<file path="config.mk">
export PLATFORM = sky130hd
export DESIGN_NAME = reload_timer
export DESIGN_NICKNAME = d
export VERILOG_FILES = /design/src/rtl/reload_timer.sv
export SDC_FILE = /design/constraint.sdc
export NUM_CORES = 1
export LEC_CHECK = 0
export CELL_PAD_IN_SITES_DETAIL_PLACEMENT = 1
export CELL_PAD_IN_SITES_GLOBAL_PLACEMENT = 2
export CORE_ASPECT_RATIO = 2
export CORE_MARGIN = 3
export CORE_UTILIZATION = 34
export CTS_CLUSTER_SIZE = 12
export DETAILED_ROUTE_END_ITERATION = 10
export GPL_TIMING_DRIVEN = 1
export PLACE_DENSITY_LB_ADDON = 0.1
export SYNTH_ARGS = -nofsm -noshare
export SYNTH_HDL_FRONTEND = slang
export SYNTH_SLANG_ARGS = --single-unit
</file>
<file path="constraint.sdc">
create_clock -name clk -period 2.6 [get_ports clk]
set_input_delay 0.52 -clock clk [delete_from_list [all_inputs] [get_ports clk]]
set_output_delay 0.52 -clock clk [all_outputs]
set_load 0.01 [all_outputs]
</file>
<file path="src/rtl/reload_timer.sv">
module reload_timer #(
  parameter int W = 16
) (
  input  logic         clk,
  input  logic         rst_n,
  input  logic         wr_en,
  input  logic         wr_sel,
  input  logic [W-1:0] wr_data,
  input  logic         ext_trig,
  input  logic         tick,
  output logic [W-1:0] count,
  output logic         flag,
  output logic         irq,
  output logic         tout
);
  localparam int B_EN = 0, B_START = 1, B_IE = 2, B_KEEP = 3;

  logic [W-1:0] reload_q, cnt_q;
  logic         en_q, ie_q, flag_q, tout_q, run_q, load_q;
  logic [2:0]   ext_s;

  wire ctl_wr    = wr_en & wr_sel;
  wire rld_wr    = wr_en & ~wr_sel;
  wire en_next   = ctl_wr ? wr_data[B_EN] : en_q;
  wire ext_rise  = ext_s[1] & ~ext_s[2];
  wire trig      = ((ctl_wr & wr_data[B_START]) | ext_rise) & en_next;
  wire do_load   = load_q & en_q;
  wire step      = run_q & en_q & tick & ~load_q;
  wire underflow = step & (cnt_q == '0);

  always_ff @(posedge clk or negedge rst_n) begin
    if (!rst_n) begin
      reload_q <= '0;
      cnt_q    <= '0;
      en_q     <= 1'b0;
      ie_q     <= 1'b0;
      flag_q   <= 1'b0;
      tout_q   <= 1'b0;
      run_q    <= 1'b0;
      load_q   <= 1'b0;
      ext_s    <= '0;
    end else begin
      ext_s  <= {ext_s[1:0], ext_trig};
      load_q <= trig;
      if (rld_wr) reload_q <= wr_data;
      if (ctl_wr) begin
        en_q <= wr_data[B_EN];
        ie_q <= wr_data[B_IE];
      end
      if (!en_next)     run_q <= 1'b0;
      else if (do_load) run_q <= 1'b1;
      if (do_load || underflow) cnt_q <= reload_q;
      else if (step)            cnt_q <= cnt_q - 1'b1;
      if (underflow)                         flag_q <= 1'b1;
      else if (ctl_wr && !wr_data[B_KEEP])   flag_q <= 1'b0;
      if (underflow) tout_q <= ~tout_q;
    end
  end

  assign count = cnt_q;
  assign flag  = flag_q;
  assign irq   = flag_q & ie_q;
  assign tout  = tout_q;
endmodule

</file>
-- Yosys cells after proc, flatten, opt, wreduce, memory -nomap -nowiden
Index checks and enable logic that the tools add are counted.
- flip-flop bits (word level): 41
- latch bits: 0
- bits in writable memories: 0
- ROM bits: 0
- input bits: 22
- output and inout port bits: 19
- logic and storage cells: 40
- memories: 0
- $add $sub $neg: 1
- multipliers: 0
- divide/modulo/power cells: 0
- magnitude comparators: 0
- equality and inequality tests: 1
- shift-type cells: 0
- mux-type cells: 7
- bitwise logic cells: 16
- reductions and logical operators: 6
- operators with widths (kind ; count):
    $mux W16 ; 2
    $logic_not A16 Y1 ; 1
    $sub A16 B1 Y16 const B ; 1
    $and A1 B1 Y1 ; 11
    $mux W1 ; 5
    $not A1 Y1 ; 4
    $reduce_bool A2 Y1 ; 2
    $ne A2 B1 Y1 const B ; 1
    $logic_and A1 B1 Y1 ; 1
    $logic_not A1 Y1 ; 1
    $logic_or A1 B1 Y1 ; 1
    $or A1 B1 Y1 ; 1

-- Depth between registers and ports, before layout
Gate-level depths: netlist of run 1.
- depth in word-level cells: 6
- mapped depth: 7
- depth with buffers taken out: 6

-- Least setup slack after synthesis of run 1
OpenSTA, ideal clock, no wires.
- kind: reg-to-reg
- start: register cnt_q[0] (netlist: count[0])
- end: register cnt_q[10] (netlist: count[10])
- library setup time: 0.125 ns
- arrival: 1.870 ns
- required time: 2.475 ns
- path slack: 0.604 ns
- cell stages (with the launch flop): 8
- path buffers: 1
- clock period less this slack: 1.996 ns
- path through: dfrtp_1 > inv_1 > ha_1 > nor3b_2 > and3b_2 > a21oi_4 > buf_6 > mux2_4
- word-level cells in the longest chain between the ends: 4
- elaborated cells between the ends (all ways): 7
- those cells by class: 1 x add/sub; 2 x mux; 1 x bitwise; 3 x reduce/logical
- RTL lines (element ; RTL line ; RTL):
    from (decl) ; 18 ; logic [W-1:0] reload_q, cnt_q;
    from (signal assigned) ; 52 ; if (do_load || underflow) cnt_q <= reload_q;
    from (signal assigned) ; 53 ; else if (step) cnt_q <= cnt_q - 1'b1;
    parallel branches: the longest is 4 deep, another holds $sub A16 B1 Y16 ; - ;
Several ways; the timed one is not identified. The select of a mux whose other input is x is not followed.
A chain may end at the register's enable or synchronous reset.

-- Worst setup path after layout of run 1
- start: register cnt_q[0] (netlist: count[0])
- end: register cnt_q[4] (netlist: count[4])
Same word-level chain as after synthesis.

==> results of run 1 <==
-- synthesized netlist by cell type (all sizes together) --
cell type and number:
nand2 6, or4 1, inv 6, a211oi 1, o221a 1, buf 4, nor3b 1, nor4 3
nor2b 1, nor3 4, clkbuf 2, nand3 2, nand4b 2, ha 1, dfrtp 41, a21oi 3
mux2i 2, and4 1, nand4 7, o211ai 1, a32oi 1, a2bb2oi 3, nand3b 2, xnor2 12
o211a 2, and2 2, and3b 1, o32a 1, nor2 9, and4b 1, mux2 30, o21ai 3
and3 1
-- layer usage --
layer	share of wire, %	vias to the layer above
li1	-	665
met1	37	718
met2	58	29
met3	3.7	5
met4	1.4	0
met5	0	-
-- worst reg2reg max path: cells and delay by family (launching register included) --
family / cells / cell delay (ns)
mux: 1 / 0.38
fa+ha+maj: 1 / 0.26
buf+inv: 2 / 0.37
compound gates: 1 / 0.14
simple gates: 2 / 0.43
flops: 1 / 0.43
-- cell usage in the layout (no fill, tap or decap), types with 2 or more instances in the layout --
master and n:
a2bb2oi_1 3, and2_1 2, buf_4 5, clkbuf_8 6, o21ai_0 3, nor3_1 3, a21oi_1 2, nand4_1 7
xnor2_1 12, nand2_1 6, nand3_1 2, mux2_4 7, o211a_1 2, inv_1 6, nand4b_1 2, nor4_1 2
nor2_1 9, dfrtp_1 41, nand3b_1 2, mux2i_1 2, clkdlybuf4s50_1 39, mux2_2 23
-- cells by family after synthesis --
logic type,Yosys count,synth area share [%]
simple gates,44,14.2
xor+xnor,12,5.26
compound gates,16,6.63
flops,41,51.3
fa+ha+maj,1,0.626
mux,32,19.2
buf+inv,12,2.75
-- metrics by stage --
stage                     cell area (µm²)  instances  total power (µW)  util, %  setup slack (ns)
after global routing                 2590        265              2510     46.6             0.327
after CTS                            2590        265              2390     46.6             0.433
final                                2590        265              2350     46.6             0.470
after global placement               2470        257              1820     44.5             0.415
after detailed placement             2470        257              1850     44.5             0.381
after floorplan                      2000        158              1440        -             0.604
-- power by group --
group	switching (µW)	total [µW]	internal, µW	leakage, µW
combinational	315	816	501	0.000553
clock	219	531	312	0.0000574
sequential	219	1010	788	0.000482
-- registers in the layout, indices dropped and copies added, names as in the netlist --
signal / flops
ext_s: 3
flag: 1
run_q: 1
reload_q: 16
tout: 1
en_q: 1
load_q: 1
count: 16
ie_q: 1
-- worst max-delay path by stage --
stage,start,endpoint,slack [ns],depth (start not counted)
final,count[0],count[4],0.47,7
after global routing,count[0],count[4],0.33,7
after CTS,count[0],count[4],0.43,7
after detailed placement,tick,count[4],0.38,6
after global placement,tick,count[4],0.41,6
after floorplan,count[0],count[10],0.60,7
-- final cells by class --
type | instances | area share (%)
Multi-Input combinational cell | 105 | 35.4
Tap cell | 60 | 2.89
Timing Repair Buffer | 45 | 16.7
Inverter | 6 | 0.868
Clock inverter | 2 | 1.45
Sequential cell | 41 | 39.5
Clock buffer | 6 | 3.18
==> results.ini, run 1 <==
[finish]
nets = 227
regArea_um2 = 1030
area_delta_synth_final_pct = 29.8
multi_input_area_um2 = 918
final_layout_size_suffix_gt1_share_pct = 24.9
antenna_cells = 0
num-fill-cells = 596

[yosys]
ys_warn_count = 0
yosysTopAreaCellShare_pct = 51.3
yosysTopAreaCell = dfrtp_1
synth_area_um2 = 2000
ys_seq_elements = 41
synth_area_leaders = dfrtp_1, mux2_2, mux2_4
syn_nets = 181
seq_area_frac_synth_pct = 51.3
postSynthCellCount = 158
syn_area_per_cell_um2 = 12.7
synth_cell_types = 39

[place]
io_buffers = 40
gp_congestion = 0.761
place_hpwl_mm = 3.45

[routing]
vias = 1417
drt-total-wl_mm = 4.57
dr.pass1.iters = 4
avgRoutedWirePerCell_um = 17.3
antenna_left = 0
route.detailed.drc = 0
drtIter0Drc = 31
viasPerCell = 5.35

[floorplanning]
start_util_pct = 35.9
rows = 38
ios = 41
die_h_um = 114
die_w_um = 60.2
dieArea_um2 = 6890
core_region_area_um2 = 5560

[setup_path]
setup.worst_path.start_class = register
reg2reg_from = count[0]
slowest_stage = dfrtp_1
max_stage_delay_ns = 0.43
arrival_ns = 2.31
crit_path_end_kind = register
cp.required_ns = 2.78
path_cells = inv_1 -> ha_1 -> nor3b_2 -> and3b_2 -> a21oi_4 -> buf_4 -> mux2_2
r2r-end = count[4]
rrSetupSlack_ns = 0.47
cp_top_family = flip-flops
path_buf_inv = 2
reg2reg_depth = 7
crit_type = register to register
worstPathMaxFanout = 15

[run_status]
status = finished clean

[sta]
slew_violations = 0
min_period_over_period_pct = 81.9
relSlewSlack_pct = 39.8
fin_worst_skew_ns = 0.00782
hold_viol_final = 0
fmax_mhz = 470
rsz0062_at_grt = false
final.setup.tns_ns = 0
setup_violations = 0
tightest_slew_ns = 0.903
fin_crit_ns = 2.13
timing.hold.ws_ns = 0.355

[clock_tree]
cts_hold_buf = 0
cts_tree = built
cts.sinks = 41
insertion_delay_ns = 0.29
cts_resized = 0
cts.path.max_buffers = 2
cts_root_buf = clkbuf_8
post-cts-setup-buffer-count = 0
cts.clk_slew.worst_paths_ns = 0.08
numCtsBuffers = 5
cts_max_level = 2

[global_route]
grt_use_total_pct = 14.6
grt_pass1_vias = 1605
grt_overflow_total = 0
antenna_found_initial = 0
grt_use_met3_pct = 2.82
use_met2_pct = 27.3
grt_use_met1_pct = 15.5
grt_busiest_layer = met2
grt_max_degree = 42
grt_pass1_wl_mm = 7.59

[min_path]
holdCritPathClass = input pin to async pin

[power]
vdd_drop_max_mv = 0.621
leakage_uw = 0.00109
pwr_density_cell_nw_per_um2 = 907

[flow_run]
drv_cap = 0

Note: power is estimated with default switching activity, not from simulation.
==> run 2, diff against run 1 <==
--- a/config.mk
+++ b/config.mk
@@ -9,7 +9,7 @@
 export CELL_PAD_IN_SITES_GLOBAL_PLACEMENT = 2
 export CORE_ASPECT_RATIO = 2
 export CORE_MARGIN = 3
-export CORE_UTILIZATION = 34
+export CORE_UTILIZATION = 30
 export CTS_CLUSTER_SIZE = 12
 export DETAILED_ROUTE_END_ITERATION = 10
 export GPL_TIMING_DRIVEN = 1
==> constraint.sdc (replaced) <==
create_clock -name clk -period 1.9 [get_ports clk]
set_input_delay 0.38 -clock clk [delete_from_list [all_inputs] [get_ports clk]]
set_output_delay 0.38 -clock clk [all_outputs]
set_load 0.01 [all_outputs]
==> run 2 against run 1 <==
Maximum frequency is 19% higher. Clock skew is 0.0052 ns lower. Clock power is 83% higher. Critical path type unchanged. Total power is 54% higher.
==> results.ini, run 2 (synthesis results as in run 1) <==
[run_status]
status = finished clean

[sta]
rsz0062_at_grt = false
min_period_over_period_pct = 94.1
hold_viol_final = 0
final.setup.tns_ns = 0
fin_worst_skew_ns = 0.00258
slew_violations = 0
tightest_slew_ns = 0.517
setup_violations = 0
relSlewSlack_pct = 65.5
fmax_mhz = 559
fin_crit_ns = 1.79

[floorplanning]
core_region_area_um2 = 6410
start_util_pct = 31.2
rows = 41
die_h_um = 121
die_w_um = 63.7
ios = 41
dieArea_um2 = 7740

[clock_tree]
numCtsBuffers = 5
cts.clk_slew.worst_paths_ns = 0.06
insertion_delay_ns = 0.29
cts_max_level = 2
cts_hold_buf = 0
cts.sinks = 41
cts_root_buf = clkbuf_16
cts.path.max_buffers = 2
cts_tree = built

[power]
vdd_drop_max_mv = 0.635
p_sw_uw = 1120
leakage_uw = 0.00119
pwr_density_cell_nw_per_um2 = 1290
switching_share_pct = 31.0
intPower_uw = 2500
p_comb_share_pct = 35.3
p_seq_share_pct = 37.7
clock_power_share_pct = 26.9

[setup_path]
crit_path_end_kind = register
max_stage_delay_ns = 0.38
path_buf_inv = 2
worstPathMaxFanout = 10
cp_num_cells = 7
r2r-end = count[3]
cp_top_family = simple AND/OR/NAND/NOR gates
setup.worst_path.start_class = register
arrival_ns = 1.96
reg2reg_depth = 7
crit_start = count[0]
slowest_stage = dfrtp_2
cp.required_ns = 2.07
reg2reg_from = count[0]
critPathCapture = count[3]
rrSetupSlack_ns = 0.11
path_cells = inv_2 -> ha_2 -> nor3b_2 -> and3b_2 -> a21oi_4 -> buf_12 -> mux2_2
crit_type = register to register

[global_route]
grt_overflow_total = 0
grt_pass1_vias = 1711
antenna_found_initial = 0
grt_max_degree = 23
grt_use_total_pct = 14.5
grt_pass1_wl_mm = 8.60

[place]
dp.cells = 296
gp_congestion = 0.810
place_hpwl_mm = 3.83
io_buffers = 40

[min_path]
holdCritPathClass = input pin to async pin

[routing]
drt-total-wl_mm = 4.96
dr.pass1.iters = 4
antenna_left = 0
avgRoutedWirePerCell_um = 16.3
drtIter0Drc = 44
vias = 1478
viasPerCell = 4.85
route.detailed.drc = 0

[finish]
antenna_cells = 0
area_delta_synth_final_pct = 40.8
final_layout_size_suffix_gt1_share_pct = 32.0
final_cell_mix = clkdlybuf4s50_1, dfrtp_1, mux2_2
final_common_cell = clkdlybuf4s50_1
num-fill-cells = 697
nets = 241
final_cells = 305

[flow_run]
drv_cap = 0

## run 2: final cells by class
class	count	area [µm²]	area share [%]
clock buffers	5	125	4.44
clock inverters	3	46.3	1.64
inverters	6	22.5	0.800
multi-input cells	105	921	32.7
flip-flops and latches	41	1030	36.6
well taps	86	108	3.82
repair buffers	59	563	20.0
## run 2: how the worst min path moves through the flow
stage                         from            to  slack [ns]  cells past startpoint
final                        rst_n  reload_q[13]        0.06                      1
after global routing         rst_n   reload_q[0]        0.08                      1
after CTS                    rst_n   reload_q[0]        0.07                      1
after detailed placement  ext_s[0]      ext_s[1]        0.35                      0
after global placement    ext_s[0]      ext_s[1]        0.34                      0
after floorplan              rst_n      count[0]        0.08                      0
## run 2: timing repair
action,4_1_cts,5_1_grt
buffers inserted,0,1
setup endpoints to repair,0,2
gates resized for setup,0,1
## run 2: power groups by stage
stage / clock network (µW) / logic [µW] / registers (µW)
2_1_floorplan: 0 / 576 / 1400
5_1_grt: 1050 / 1390 / 1410
3_5_place_dp: 0 / 1270 / 1390
6_report: 974 / 1280 / 1370
4_1_cts: 1000 / 1280 / 1380
3_3_place_gp: 0 / 1250 / 1370
## run 2: routing by layer
metal / track usage (%) / wire length (µm) / up-vias
met5: 0 / 0 / -
met4: 6.77 / 102 / 0
li1: - / - / 693
met2: 25.4 / 2680 / 35
met3: 3.80 / 239 / 7
met1: 16.2 / 1940 / 743
## run 2: per-stage QoR
step / total power [µW] / area (µm²) / hold WS (ns) / util, % / setup WS, ns
after floorplan: 1980 / 2000 / 0.0844 / - / 0.0318
final: 3620 / 2820 / 0.0621 / 43.9 / 0.111
after detailed placement: 2660 / 2640 / 0.349 / 41.1 / -0.157
after CTS: 3660 / 2810 / 0.0725 / 43.8 / 0.0463
after global placement: 2620 / 2640 / 0.341 / 41.1 / -0.0942
after global routing: 3840 / 2820 / 0.0801 / 43.9 / 0.00461
==> run 3, diff against run 2 <==
--- a/config.mk
+++ b/config.mk
@@ -13,7 +13,7 @@
 export CTS_CLUSTER_SIZE = 12
 export DETAILED_ROUTE_END_ITERATION = 10
 export GPL_TIMING_DRIVEN = 1
-export PLACE_DENSITY_LB_ADDON = 0.1
+export PLACE_DENSITY = 0.84
 export SYNTH_ARGS = -nofsm -noshare
 export SYNTH_HDL_FRONTEND = slang
 export SYNTH_SLANG_ARGS = --single-unit
==> run 3 against run 2 <==
Final cell count increased by 0.33%. Highest routed layer unchanged. Total power decreased by 3.4%. Largest power group unchanged. First-iteration DRC count decreased by 20%.
==> results.ini, run 3 (synthesis results as in run 1) <==
[finish]
final_util_pct = 43.8
antenna_cells = 0
area_delta_synth_final_pct = 40.6
num-fill-cells = 699
final_cells = 306
final_cell_mix = dfrtp_1, clkdlybuf4s50_1, mux2_2
nets = 242
final_layout_size_suffix_gt1_share_pct = 31.4

[clock_tree]
cts.path.max_buffers = 2
post-cts-setup-buffer-count = 0
cts_tree = built
cts.sinks = 41
cts_max_level = 2
cts_root_buf = clkbuf_16
insertion_delay_ns = 0.28
cts_resized = 0
numCtsBuffers = 5
cts.clk_slew.worst_paths_ns = 0.06

[power]
vdd_drop_max_mv = 0.633
pwr_density_cell_nw_per_um2 = 1240
clock_power_share_pct = 25.3
leakage_uw = 0.00119
switching_share_pct = 30.8
p_sw_uw = 1080
p_comb_share_pct = 36.3
intPower_uw = 2420
p_seq_share_pct = 38.5

[floorplanning]
start_util_pct = 31.2
ios = 41
die_w_um = 63.7
rows = 41
dieArea_um2 = 7740
die_h_um = 121
core_region_area_um2 = 6410

[sta]
fin_worst_skew_ns = 0.00666
fin_crit_ns = 1.80
tightest_slew_ns = 0.361
fmax_mhz = 554
min_period_over_period_pct = 95.0
rsz0062_at_grt = false
setup_violations = 0
relSlewSlack_pct = 75.9
slew_violations = 0
hold_viol_final = 0

[setup_path]
crit_type = register to output port
cp.required_ns = 1.52
worstPathMaxFanout = 5
crit_path_end_kind = output port
setup.worst_path.start_class = register
arrival_ns = 1.42
reg2reg_depth = 7

[global_route]
grt_overflow_total = 0
grt_max_degree = 21
grt_pass1_wl_mm = 7.88
antenna_found_initial = 0
grt_use_total_pct = 13.2
grt_pass1_vias = 1663

[routing]
drtIter0Drc = 35
dr.pass1.iters = 2
antenna_left = 0
route.detailed.drc = 0
viasPerCell = 4.81
drt-total-wl_mm = 4.64
avgRoutedWirePerCell_um = 15.2
vias = 1471

[min_path]
holdCritPathClass = register to register
whs_path_depth = 0

[place]
gp_congestion = 0.778
dp.cells = 297
place_hpwl_mm = 3.68
io_buffers = 40

[run_status]
status = finished clean

[flow_run]
drv_cap = 0

run 3: changes by cell type in the layout (fill, tap and decap cells not counted), sizes merged:
cell / change
clkinvlp: -1
bufinv: -1
clkbuf: +2
dlygate4sd3: +1
run 3: critical path, cell delays in order, from the launching register on:
cell,delay (ns)
dfrtp_1,0.45
buf_4,0.17
clkdlybuf4s50_1,0.52
run 3: power by group through the flow:
| stage | Sequential [µW] | Clock (µW) | Combinational (µW) |
|---|---|---|---|
| after floorplan | 1400 | 0 | 576 |
| after global placement | 1370 | 0 | 1240 |
| after detailed placement | 1370 | 0 | 1280 |
| after CTS | 1350 | 909 | 1280 |
| after global routing | 1390 | 957 | 1370 |
| final | 1340 | 882 | 1270 |
run 3: final timing paths:
| path | startpoint | end | slack [ns] |
|---|---|---|---|
| worst max-delay path | count[7] | count[7] | 0.1 |
| worst min-delay path | ext_s[0] | ext_s[1] | 0.36 |
| worst max register to register | count[0] | count[10] | 0.12 |
| worst min register to register | ext_s[0] | ext_s[1] | 0.36 |
| max in group asynchronous | rst_n | count[0] | 0.94 |
| min in group asynchronous | rst_n | reload_q[7] | 0.46 |
run 3: layout make-up:
type	count	area (µm²)	share of cell area, %
sequential	41	1030	36.6
multi-input combinational	105	921	32.8
inverter	6	22.5	0.801
clock inverter	1	5.00	0.178
tap	86	108	3.83
clock buffer	7	153	5.43
timing repair buffer	60	573	20.4
run 3: through the flow:
step	area [µm²]	power (µW)	setup TNS [ns]	hold slack, ns	setup slack [ns]
after global routing	2810	3710	0	0.365	0.0441
after global placement	2640	2610	-1.23	0.218	-0.106
after CTS	2810	3550	0	0.363	0.0757
after floorplan	2000	1980	0	0.0844	0.0318
final	2810	3490	0	0.358	0.0954
after detailed placement	2640	2640	-1.62	0.220	-0.139
run 3: timing repair:
item,4_1_cts,5_1_grt
endpoints found under the setup margin,0,0
hold endpoints to repair,5,0
hold buffers,1,0
run 3: metal layers:
metal / share of wire [%] / track usage [%] / vias to the layer above
li1: - / - / 700
met1: 38 / 13.8 / 735
met2: 56 / 24.7 / 30
met3: 3.0 / 2.13 / 6
met4: 2.1 / 6.50 / 0
met5: 0 / 0 / -
